## src/rtl/bfs_pkg.sv

```systemverilog
package bfs_pkg;
  localparam int N_HB   = 4;
  localparam int N_PAIR = 2;

  // fault source vector positions
  localparam int SRC_OT    = 0;
  localparam int SRC_OC_P0 = 1;
  localparam int SRC_OC_P1 = 2;
  localparam int SRC_UV    = 3;
  localparam int SRC_W     = 4;

  // strict "over the limit" compare used by warning and shutdown
  function automatic logic code_over(input int code, input int limit);
    return code > limit;
  endfunction

  // warning state with hysteresis band (limit-hyst, limit]
  function automatic logic warn_step(input logic cur, input int code,
                                     input int limit, input int hyst);
    if (code > limit)              return 1'b1;
    else if (code <= limit - hyst) return 1'b0;
    else                           return cur;
  endfunction

  // pair index that owns a half-bridge
  function automatic int pair_of(input int hb);
    return hb / 2;
  endfunction
endpackage

```

## src/rtl/bfs_rst_sync.sv

```systemverilog
module bfs_rst_sync #(
  parameter int STAGES = 2
) (
  input  logic clk,
  input  logic rst_n,
  input  logic din_n,
  output logic lvl_n,
  output logic rise
);
  logic [STAGES-1:0] sh_q;
  logic              prev_q;

  always_ff @(posedge clk) begin
    if (!rst_n) begin
      sh_q   <= '0;
      prev_q <= 1'b0;
    end else begin
      sh_q   <= {sh_q[STAGES-2:0], din_n};
      prev_q <= sh_q[STAGES-1];
    end
  end

  assign lvl_n = sh_q[STAGES-1];
  assign rise  = sh_q[STAGES-1] & ~prev_q;
endmodule

```

## src/rtl/bfs_thermal.sv

```systemverilog
module bfs_thermal
  import bfs_pkg::*;
#(
  parameter int TEMP_W    = 8,
  parameter int WARN_CODE = 125,
  parameter int SHUT_CODE = 150,
  parameter int WARN_HYST = 4
) (
  input  logic              clk,
  input  logic              rst_n,
  input  logic [TEMP_W-1:0] temp_code,
  input  logic [N_PAIR-1:0] pair_rise,
  output logic              warn_q,
  output logic              ot_q
);
  logic              over_shut;
  logic [N_PAIR-1:0] seen_q;
  logic [N_PAIR-1:0] seen_nxt;
  logic              release_ok;

  assign over_shut  = code_over(int'(temp_code), SHUT_CODE);
  assign seen_nxt   = seen_q | pair_rise;
  assign release_ok = ot_q && (&seen_nxt) && !over_shut;

  always_ff @(posedge clk) begin
    if (!rst_n) begin
      warn_q <= 1'b0;
      ot_q   <= 1'b0;
      seen_q <= '0;
    end else begin
      warn_q <= warn_step(warn_q, int'(temp_code), WARN_CODE, WARN_HYST);
      if (over_shut) begin
        ot_q   <= 1'b1;
        seen_q <= '0;
      end else if (release_ok) begin
        ot_q   <= 1'b0;
        seen_q <= '0;
      end else if (ot_q) begin
        seen_q <= seen_nxt;
      end else begin
        seen_q <= '0;
      end
    end
  end
endmodule

```

## src/rtl/bfs_oc_latch.sv

```systemverilog
module bfs_oc_latch (
  input  logic clk,
  input  logic rst_n,
  input  logic pwr_good,
  input  logic oc_hit,
  input  logic rise,
  output logic latched
);
  always_ff @(posedge clk) begin
    if (!rst_n)        latched <= 1'b0;
    else if (!pwr_good) latched <= 1'b0;
    else if (oc_hit)   latched <= 1'b1;
    else if (rise)     latched <= 1'b0;
  end
endmodule

```

## src/rtl/bridge_fault_supervisor.sv

```systemverilog
module bridge_fault_supervisor
  import bfs_pkg::*;
#(
  parameter int TEMP_W      = 8,
  parameter int UV_N        = 2,
  parameter int WARN_CODE   = 125,
  parameter int SHUT_CODE   = 150,
  parameter int WARN_HYST   = 4,
  parameter int SYNC_STAGES = 2
) (
  input  logic              clk,
  input  logic              rst_n,
  input  logic [TEMP_W-1:0] temp_code,
  input  logic [3:0]        oc_flag,
  input  logic [UV_N-1:0]   uv_flag,
  input  logic              pwr_good,
  input  logic [1:0]        pair_rst_n,
  output logic [3:0]        hiz,
  output logic [1:0]        pulldown_en,
  output logic              warn_n,
  output logic              fault_n,
  output logic [3:0]        fault_src
);
  logic [N_PAIR-1:0] pair_lvl_n;
  logic [N_PAIR-1:0] pair_rise;
  logic [N_PAIR-1:0] oc_latched;
  logic              warn_q;
  logic              ot_q;
  logic              uv_any;
  logic              stage_off;

  genvar p;
  generate
    for (p = 0; p < N_PAIR; p++) begin : g_pair
      bfs_rst_sync #(.STAGES(SYNC_STAGES)) u_sync (
        .clk   (clk),
        .rst_n (rst_n),
        .din_n (pair_rst_n[p]),
        .lvl_n (pair_lvl_n[p]),
        .rise  (pair_rise[p])
      );
      bfs_oc_latch u_oc (
        .clk      (clk),
        .rst_n    (rst_n),
        .pwr_good (pwr_good),
        .oc_hit   (oc_flag[2*p] | oc_flag[2*p+1]),
        .rise     (pair_rise[p]),
        .latched  (oc_latched[p])
      );
      assign pulldown_en[p] = ~pair_lvl_n[p];
    end
  endgenerate

  bfs_thermal #(
    .TEMP_W    (TEMP_W),
    .WARN_CODE (WARN_CODE),
    .SHUT_CODE (SHUT_CODE),
    .WARN_HYST (WARN_HYST)
  ) u_therm (
    .clk       (clk),
    .rst_n     (rst_n),
    .temp_code (temp_code),
    .pair_rise (pair_rise),
    .warn_q    (warn_q),
    .ot_q      (ot_q)
  );

  assign uv_any    = |uv_flag;
  assign stage_off = uv_any | ot_q | ~pwr_good;

  genvar h;
  generate
    for (h = 0; h < N_HB; h++) begin : g_hb
      localparam int PI = pair_of(h);
      assign hiz[h] = stage_off | oc_latched[PI] | ~pair_lvl_n[PI];
    end
  endgenerate

  assign fault_src[SRC_OT]    = ot_q;
  assign fault_src[SRC_OC_P0] = oc_latched[0];
  assign fault_src[SRC_OC_P1] = oc_latched[1];
  assign fault_src[SRC_UV]    = uv_any;
  assign fault_n = ~(ot_q | (|oc_latched) | uv_any);
  assign warn_n  = ~warn_q;
endmodule

```

## config.mk

```make
export PLATFORM = sky130hd
export DESIGN_NAME = bridge_fault_supervisor
export DESIGN_NICKNAME = d
export VERILOG_FILES = /design/src/rtl/bfs_pkg.sv /design/src/rtl/bfs_rst_sync.sv /design/src/rtl/bfs_thermal.sv /design/src/rtl/bfs_oc_latch.sv /design/src/rtl/bridge_fault_supervisor.sv
export SDC_FILE = /design/constraint.sdc
export NUM_CORES = 1
export LEC_CHECK = 0
export BUFFER_PORTS_ARGS = -buffer_cell sky130_fd_sc_hd__clkbuf_2
export CORE_MARGIN = 4
export CORE_UTILIZATION = 40
export CTS_BUF_LIST = sky130_fd_sc_hd__clkbuf_8 sky130_fd_sc_hd__clkbuf_16
export DETAILED_ROUTE_END_ITERATION = 12
export GPL_ROUTABILITY_DRIVEN = 0
export PLACE_DENSITY = 0.73
export RECOVER_POWER = 25
export SYNTH_ARGS = -nofsm -noshare
export SYNTH_HDL_FRONTEND = slang
export SYNTH_HIERARCHICAL = 1
export SYNTH_SLANG_ARGS = --single-unit
```

## constraint.sdc

```tcl
create_clock -name clk -period 1.2 [get_ports clk]
set_input_delay 0.06 -clock clk [delete_from_list [all_inputs] [get_ports clk]]
set_output_delay 0.06 -clock clk [all_outputs]
set_load 0.01 [all_outputs]
```

* Yosys cells after proc, flatten, opt, wreduce, memory -nomap -nowiden
Index checks and enable logic that the tools add are counted.
** Cells by class
- Multiplexer cells :: 8
- Order comparisons :: 3
- Reductions and logical operators :: 12
- Bitwise operators :: 22
** Operator list (count)
- bitwise OR 1 bit :: 10
- NOT 1 bit :: 9
- greater-than comparator 8 x 7 -> 1 bit, second input constant :: 1
- greater-than comparator 8 bit, second input constant :: 1
- <= comparator 8 x 7 -> 1 bit, second input constant :: 1
- two-way mux 1 bit :: 8
- nonzero test 2 bit :: 4
- AND reduction 2 bit :: 2
- OR reduction 2 bit :: 2
- OR reduction 4 bit :: 1
- bitwise AND 1 bit :: 2
- logical AND 1 bit :: 2
- bitwise OR 2 bit :: 1
- logical NOT 1 bit :: 1
** Storage, ports and cells
- Logic and storage cells :: 54
- Register bits after elaboration :: 12
- Output and inout bits :: 12
- Input bits :: 19

* Longest topological paths before layout
Gate-level depths: netlist (run 1).
- Word-level depth :: 8
- Gate-level depth with buffers :: 4

* Cells and area by module
Netlist (run 1), hierarchy kept.
** Modules (own cells, without submodules)
- bfs_rst_sync :: seq. area each 60.1 um2, instances 2, area each 92.6 um2, cells each 7
- bfs_thermal :: seq. area each 80.1 um2, instances 1, area each 172.7 um2, cells each 18
- bridge_fault_supervisor :: seq. area each 0.0 um2, instances 1, area each 95.1 um2, cells each 15
- bfs_oc_latch :: seq. area each 20.0 um2, instances 2, area each 36.3 um2, cells each 3

* Worst setup path after synthesis (run 1)
OpenSTA, ideal clock, no wires.
- Path type :: register to output
- From :: register g_pair[1].u_sync.sh_q[1]
- To :: output hiz[3]
- Buffers on the path :: 1
- Stages on the path, launching flop included :: 4
- Path slack :: -18 ps
- Arrival :: 1158 ps
- Cells stage by stage :: dfxtp_1 inv_1 or4b_1 buf_4
** Between the ends
- Cells in the longest elaborated chain, start to end :: 2
** Ends and longest elaborated chain
- start: declaration :: RTL line bfs_rst_sync.sv:10 : logic [STAGES-1:0] sh_q;
- start signal: assignment :: RTL line bfs_rst_sync.sv:18 : sh_q <= {sh_q[STAGES-2:0], din_n};
- NOT 1 bit
- via pulldown_en[1] :: RTL line bridge_fault_supervisor.sv:19 : output logic [1:0] pulldown_en,
- bitwise OR 1 bit :: RTL line bridge_fault_supervisor.sv:75 : assign hiz[h] = stage_off | oc_latched[PI] | ~pair_lvl_n[PI];
- end: declaration :: RTL line bridge_fault_supervisor.sv:18 : output logic [3:0] hiz,
The timed path passes the listed nets, and every way through them passes these cells.

* Worst setup path after layout (run 1)
- From :: register u_therm.ot_q
- To :: output hiz[2]
** Between the ends
- Cells in the longest elaborated chain, start to end :: 4
** Ends and longest elaborated chain
- start: declaration :: RTL line bfs_thermal.sv:14 : output logic ot_q
- start signal: assignment :: RTL line bfs_thermal.sv:28 : ot_q <= 1'b0;
- start signal: assignment :: RTL line bfs_thermal.sv:33 : ot_q <= 1'b1;
- start signal: assignment :: RTL line bfs_thermal.sv:36 : ot_q <= 1'b0;
- bitwise OR 1 bit (2 in a row) :: RTL line bridge_fault_supervisor.sv:69 : assign stage_off = uv_any | ot_q | ~pwr_good;
- bitwise OR 1 bit (2 in a row) :: RTL line bridge_fault_supervisor.sv:75
Every way passes these cells.

==> results of run 1 <==
-- where the power goes --
part	internal [mW]	leakage (nW)	switching, mW
Clock	0.219	0.0216	0.127
Combinational	0.0830	0.267	0.0646
Sequential	0.419	0.0994	0.0119
-- cell type report --
| cell class | instances | area, um^2 |
|---|---|---|
| multi-input combinational | 34 | 264 |
| timing repair buffer | 38 | 221 |
| sequential | 12 | 243 |
| tap | 14 | 17.5 |
| clock buffer | 3 | 41.3 |
| inverter | 3 | 11.3 |
| fill | 95 | 373 |
-- stage by stage --
stage | setup slack (ps) | cell area [um^2] | TNS, ps | hold slack (ps)
detailed placement | 45.7 | 689 | 0 | 268
finish | -175 | 798 | -356 | 30.8
floorplan | 29.3 | 529 | 0 | 168
CTS | -149 | 758 | -295 | 23.8
global route | -220 | 798 | -700 | 40.0
global placement | 95.4 | 689 | 0 | 268
-- cell usage in the layout (no fill, tap or decap) --
cell type / n
buf_2: 1
a21oi_1: 1
clkbuf_1: 2
buf_4: 6
buf_6: 3
nand2_1: 1
or4b_4: 1
nor3_1: 2
clkbuf_8: 3
nor2_2: 1
o211ai_1: 1
dfxtp_1: 10
nor4_2: 1
or2_4: 1
nor2b_1: 2
inv_1: 3
o211a_1: 2
nor2b_2: 1
nor2b_4: 2
a21boi_2: 1
or2_2: 2
nand3_1: 1
nand4_1: 2
a21bo_1: 1
a211oi_2: 1
nor2_1: 1
clkbuf_2: 26
dfxtp_2: 2
and2_0: 1
nor3_2: 1
and2_1: 5
o21ai_0: 1
o21a_1: 1
-- metal layers --
layer	GRT usage	part of all wire	vias up	wire length, um
li1	-	-	255	-
met1	0.150	0.35	224	474
met2	0.241	0.55	26	745
met3	0.0528	0.089	2	120
met4	0.0783	0.0074	0	10
met5	0	0	-	0
-- cell families (layout without fill, tap and decap cells) --
logic type      after synthesis  in the layout
flops                        12             12
buf+inv                       7             44
compound gates                9              9
simple gates                 25             25
-- how the worst max path moves through the flow --
stage | from | to | slack (ps) | cells after the start
2_1_floorplan | g_pair[1].u_sync/sh_q[1] | hiz[3] | 30 | 3
3_3_place_gp | u_therm/ot_q | hiz[2] | 100 | 3
6_report | u_therm/ot_q | hiz[2] | -180 | 3
4_1_cts | u_therm/ot_q | hiz[2] | -150 | 3
5_1_grt | u_therm/ot_q | hiz[3] | -220 | 3
3_5_place_dp | u_therm/ot_q | hiz[2] | 50 | 3
-- repair_timing --
action	CTS	global route
pin swaps	1	3
setup endpoints to repair	2	6
buffers inserted	3	2
gates resized for setup	3	9
-- state kept, by name, indices dropped and copies added, names as in the netlist --
name and count:
g_pair.u_sync/sh_q 4, g_pair.u_oc/latched 2, g_pair.u_sync/prev_q 2, u_therm/seen_q 2, u_therm/ot_q 1, u_therm/warn_q 1
==> run summary, run 1 <==
Status -> complete, but fails checks
Violated checks -> negative setup slack
Max Slew Vio Count -> 0
# diodes -> 0
Util after Layout -> 0.682
Leak -> 0.388 nW
Post-synth EDFFs -> 0
Largest net degree at the start of global routing -> 11
# port buffers -> 30
R2r startpoint -> g_pair[1].u_sync/sh_q[1]
Crit-path leading delay family -> simple AND/OR/NAND/NOR gates
Max-cap viol count -> 0
H-Tree Depth -> 1
WL final -> 1350 um
Final WS setup -> -175 ps
CTS Buffer Depth -> 2
Post-route ant nets -> 0
Synth cell count leaders -> dfxtp_1, and2_1, buf_4
Count leader, synth -> dfxtp_1
Yosys reg bits -> 12
Net count after synthesis -> 72
CTS Sinks -> 12
Tot Pwr -> 0.925 mW
Clock latency on the worst-skew pair -> 230 ps
P&R area growth vs syn -> 51.9%
Setup Skew -> 4.13 ps
Worst-path clk slew -> 50 ps
Hold Path Stages -> 2
Initial core utilization -> 0.449
Syn Inst Count -> 53
Routed via count -> 507
Max frequency -> 0.727 GHz
Critical setup path kind -> reg2out
Crit path DAT -> 1320 ps
Placed Cells -> 96
Simple-gate share of the synthesized area -> 0.314
Hold path startpoint -> pair_rst_n[1]
Die H -> 44.2 um
CTS Buf Count -> 3
R2R cell count -> 5
Final period util -> 1.15
Endpoint class of the critical path -> output port
Buf/Inv on CP -> 1
Drt wl/cell -> 13.0 um
Area leader, netlist -> dfxtp_1
Critical path required time -> 1140 ps
Ys async rst share -> 0
Post-Syn Area -> 526 um^2
DR DRC count -> 0
Drt first pass iters -> 4
Synth top area share -> 0.457
Placement row count -> 12
Adder-cell share of the synthesized area -> 0
First-pass GRT wire length -> 1980 um
Main combinational cell family by area after synthesis -> simple AND/OR/NAND/NOR gates
DR iter-0 viols -> 1
CTS Root Buffer Type -> clkbuf_8
Slew HR -> 0.737
Crit path time final -> 1380 ps
DPL Wire Length -> 955 um
Core area -> 1170 um^2
IO Pins -> 31
Power Dens Cells -> 1160 nW/um^2
Yosys cell types -> 23
Worst slew pin tran -> 395 ps
Multiplexer share of the synthesized area -> 0
CP startpoint kind -> flop
Number of global-route vias before repair -> 467
Die Wd -> 44.2 um
Layout Nets -> 111
Final std cells w/o fill -> 104
Critical path peak fanout -> 2
Share of cells above drive strength 1 -> 0.589
Syn avg cell area -> 9.92 um^2
Final setup viols -> 5
DR vias/cell -> 4.88
Compound-Gate Fraction of Synth Area -> 0.150
Ys Warns -> 6
Most used DFF post-synth -> dfxtp_1
Slowest cell on crit path -> or4b_4
Cell breakdown of the critical path -> nor2b_2 > or4b_4 > buf_6
Worst hold path type -> in2reg
Total die area -> 1960 um^2
Max incr delay on CP -> 490 ps
Hold Buf Count CTS -> 0
Total track usage -> 0.142
TritonCTS clock tree -> yes
Worst r2r dst -> u_therm/ot_q
GRT overflow -> 0
Reg-to-reg slack, setup -> 20 ps
Post-synthesis sequential area ratio -> 0.457
Initial antenna violation count -> 0
Synth top area cells -> dfxtp_1, and2_1, buf_4
Unrepaired setup endpoints after global routing -> true
Final hold viol count -> 0
Hold-critical path endpoint -> g_pair[1].u_sync/sh_q[0]
Peak VDD IR -> 0.784 mV
Post-Synth XOR/XNOR Area -> 0
(Power assumes the default switching activity.)
==> inputs of run 2 (changes only) <==
- RECOVER_POWER: 25 -> 50
==> run summary, run 2 (synthesis results as in run 1) <==
Unrepaired setup endpoints after global routing -> true
Layout Nets -> 111 (unchanged)
Crit path DAT -> 1320 ps (about the same)
Status -> complete, but fails checks
Place WS -> 45.7 ps (unchanged)
Die H -> 44.2 um (unchanged)
R2r startpoint -> g_pair[1].u_sync/sh_q[1]
Worst hold path type -> in2reg
Worst slew pin tran -> 395 ps (+0.0618 ps)
Clock latency on the worst-skew pair -> 230 ps (about the same)
Max frequency -> 0.727 GHz (about the same)
Slew HR -> 0.737 (about the same)
Hold Path Stages -> 2 (unchanged)
Total track usage -> 0.142 (unchanged)
Peak VDD IR -> 0.784 mV (about the same)
CTS Sinks -> 12 (unchanged)
Violated checks -> negative setup slack
Max FFs per register -> 4 (unchanged)
Placement row count -> 12 (unchanged)
TritonCTS clock tree -> yes
Number of global-route vias before repair -> 467 (unchanged)
Final setup viols -> 4 (-1)
Drt wl/cell -> 13.0 um (+0.22%)
DR iter-0 viols -> 1 (unchanged)
DR DRC count -> 0 (unchanged)
Final period util -> 1.15 (about the same)
Core area -> 1170 um^2 (unchanged)
Largest net degree at the start of global routing -> 11 (unchanged)
P&R area growth vs syn -> 51.0%
IO Pins -> 31 (unchanged)
GRT overflow -> 0 (unchanged)
Commonest non-fill, non-tap cell in the layout -> clkbuf_2
CTS Buf Count -> 3 (unchanged)
Critical setup path kind -> reg2out
CTS Root Buffer Type -> clkbuf_8
Most frequent cells in the layout -> clkbuf_2, dfxtp_1, and2_1, buf_4, clkbuf_1
# diodes -> 0 (unchanged)
Worst-path clk slew -> 50 ps (about the same)
# port buffers -> 30 (unchanged)
Max-cap viol count -> 0 (unchanged)
R2R cell count -> 5 (unchanged)
Final std cells w/o fill -> 104 (unchanged)
Total die area -> 1960 um^2 (unchanged)
Endpoint class of the critical path -> output port
Biggest register -> g_pair.u_sync/sh_q
Hold path startpoint -> pair_rst_n[1]
Worst r2r dst -> u_therm/ot_q
Final hold viol count -> 0 (unchanged)
Routed via count -> 507 (unchanged)
Share of cells above drive strength 1 -> 0.567 (-0.0222)
Setup Skew -> 4.13 ps (unchanged)
First-pass GRT wire length -> 1980 um (unchanged)
Crit path time final -> 1380 ps (+1.10 ps)
CP startpoint kind -> flop
Placed Cells -> 96 (unchanged)
Hold-critical path endpoint -> g_pair[1].u_sync/sh_q[0]
Critical path peak fanout -> 2 (unchanged)
CTS Buffer Depth -> 2 (unchanged)
Initial antenna violation count -> 0 (unchanged)
Reg-to-reg slack, setup -> 20 ps (about the same)
Drt first pass iters -> 4 (unchanged)
Leak -> 0.381 nW (-1.8%)
H-Tree Depth -> 1 (unchanged)
Max Slew Vio Count -> 0 (unchanged)
Final instance area -> 793 um^2 (-0.63%)
Placed instance area -> 689 um^2 (unchanged)
Initial core utilization -> 0.449 (unchanged)
Post-route ant nets -> 0 (unchanged)
Die Wd -> 44.2 um (unchanged)
Critical path required time -> 1140 ps (about the same)
WL final -> 1350 um (+0.22%)
DR vias/cell -> 4.88 (unchanged)
DPL Wire Length -> 955 um (unchanged)
Final WS setup -> -176 ps (-1.10 ps)
Power Dens Cells -> 1160 nW/um^2 (+0.47%)
==> run 2: area by class of cell <==
| cell class | instances | area, um^2 |
|---|---|---|
| flip-flops and latches | 12 | 243 |
| fillers | 94 | 378 |
| repair buffers | 38 | 216 |
| inverters | 3 | 11.3 |
| multi-input cells | 34 | 264 |
| well taps | 14 | 17.5 |
| clock buffers | 3 | 41.3 |
==> run 2: critical path: stages (launching register included) <==
cell,delay (ps)
dfxtp_2,320
nor2b_2,130
or4b_4,490
buf_6,140
==> run 2: worst max-delay path by stage <==
stage                              from  endpoint  slack, ps  cells past startpoint
4_1_cts                    u_therm/ot_q    hiz[2]       -150                      3
6_report                   u_therm/ot_q    hiz[2]       -180                      3
3_3_place_gp               u_therm/ot_q    hiz[2]        100                      3
2_1_floorplan  g_pair[1].u_sync/sh_q[1]    hiz[3]         30                      3
3_5_place_dp               u_therm/ot_q    hiz[2]         50                      3
5_1_grt                    u_therm/ot_q    hiz[3]       -220                      3
==> run 2: through the flow <==
| stage | hold WS [ps] | total power [mW] | setup TNS (ps) | util |
|---|---|---|---|---|
| after floorplan | 168 | 0.498 | 0 | - |
| after global placement | 268 | 0.557 | 0 | 0.589 |
| after detailed placement | 268 | 0.560 | 0 | 0.589 |
| after CTS | 23.8 | 0.929 | -295 | 0.647 |
| after global routing | 40.0 | 0.974 | -700 | 0.677 |
| final | 30.8 | 0.923 | -360 | 0.677 |
==> run 2: repair_timing <==
item / in CTS / in global routing
pin swaps: 1 / 3
resized for setup: 3 / 9
setup buffers: 3 / 2
hold buffers: 0 / 0
endpoints found under the setup margin: 2 / 6
==> run 2: where the power goes <==
part | switching, mW | total [mW] | internal, mW
Clock | 0.127 | 0.346 | 0.219
Combinational | 0.0647 | 0.146 | 0.0815
Sequential | 0.0119 | 0.431 | 0.419
Total | 0.204 | 0.923 | 0.720
==> run 2: layer usage <==
metal	track usage	share of wire
met1	0.150	0.35
met2	0.241	0.55
met3	0.0528	0.090
met4	0.0783	0.0074
met5	0	0
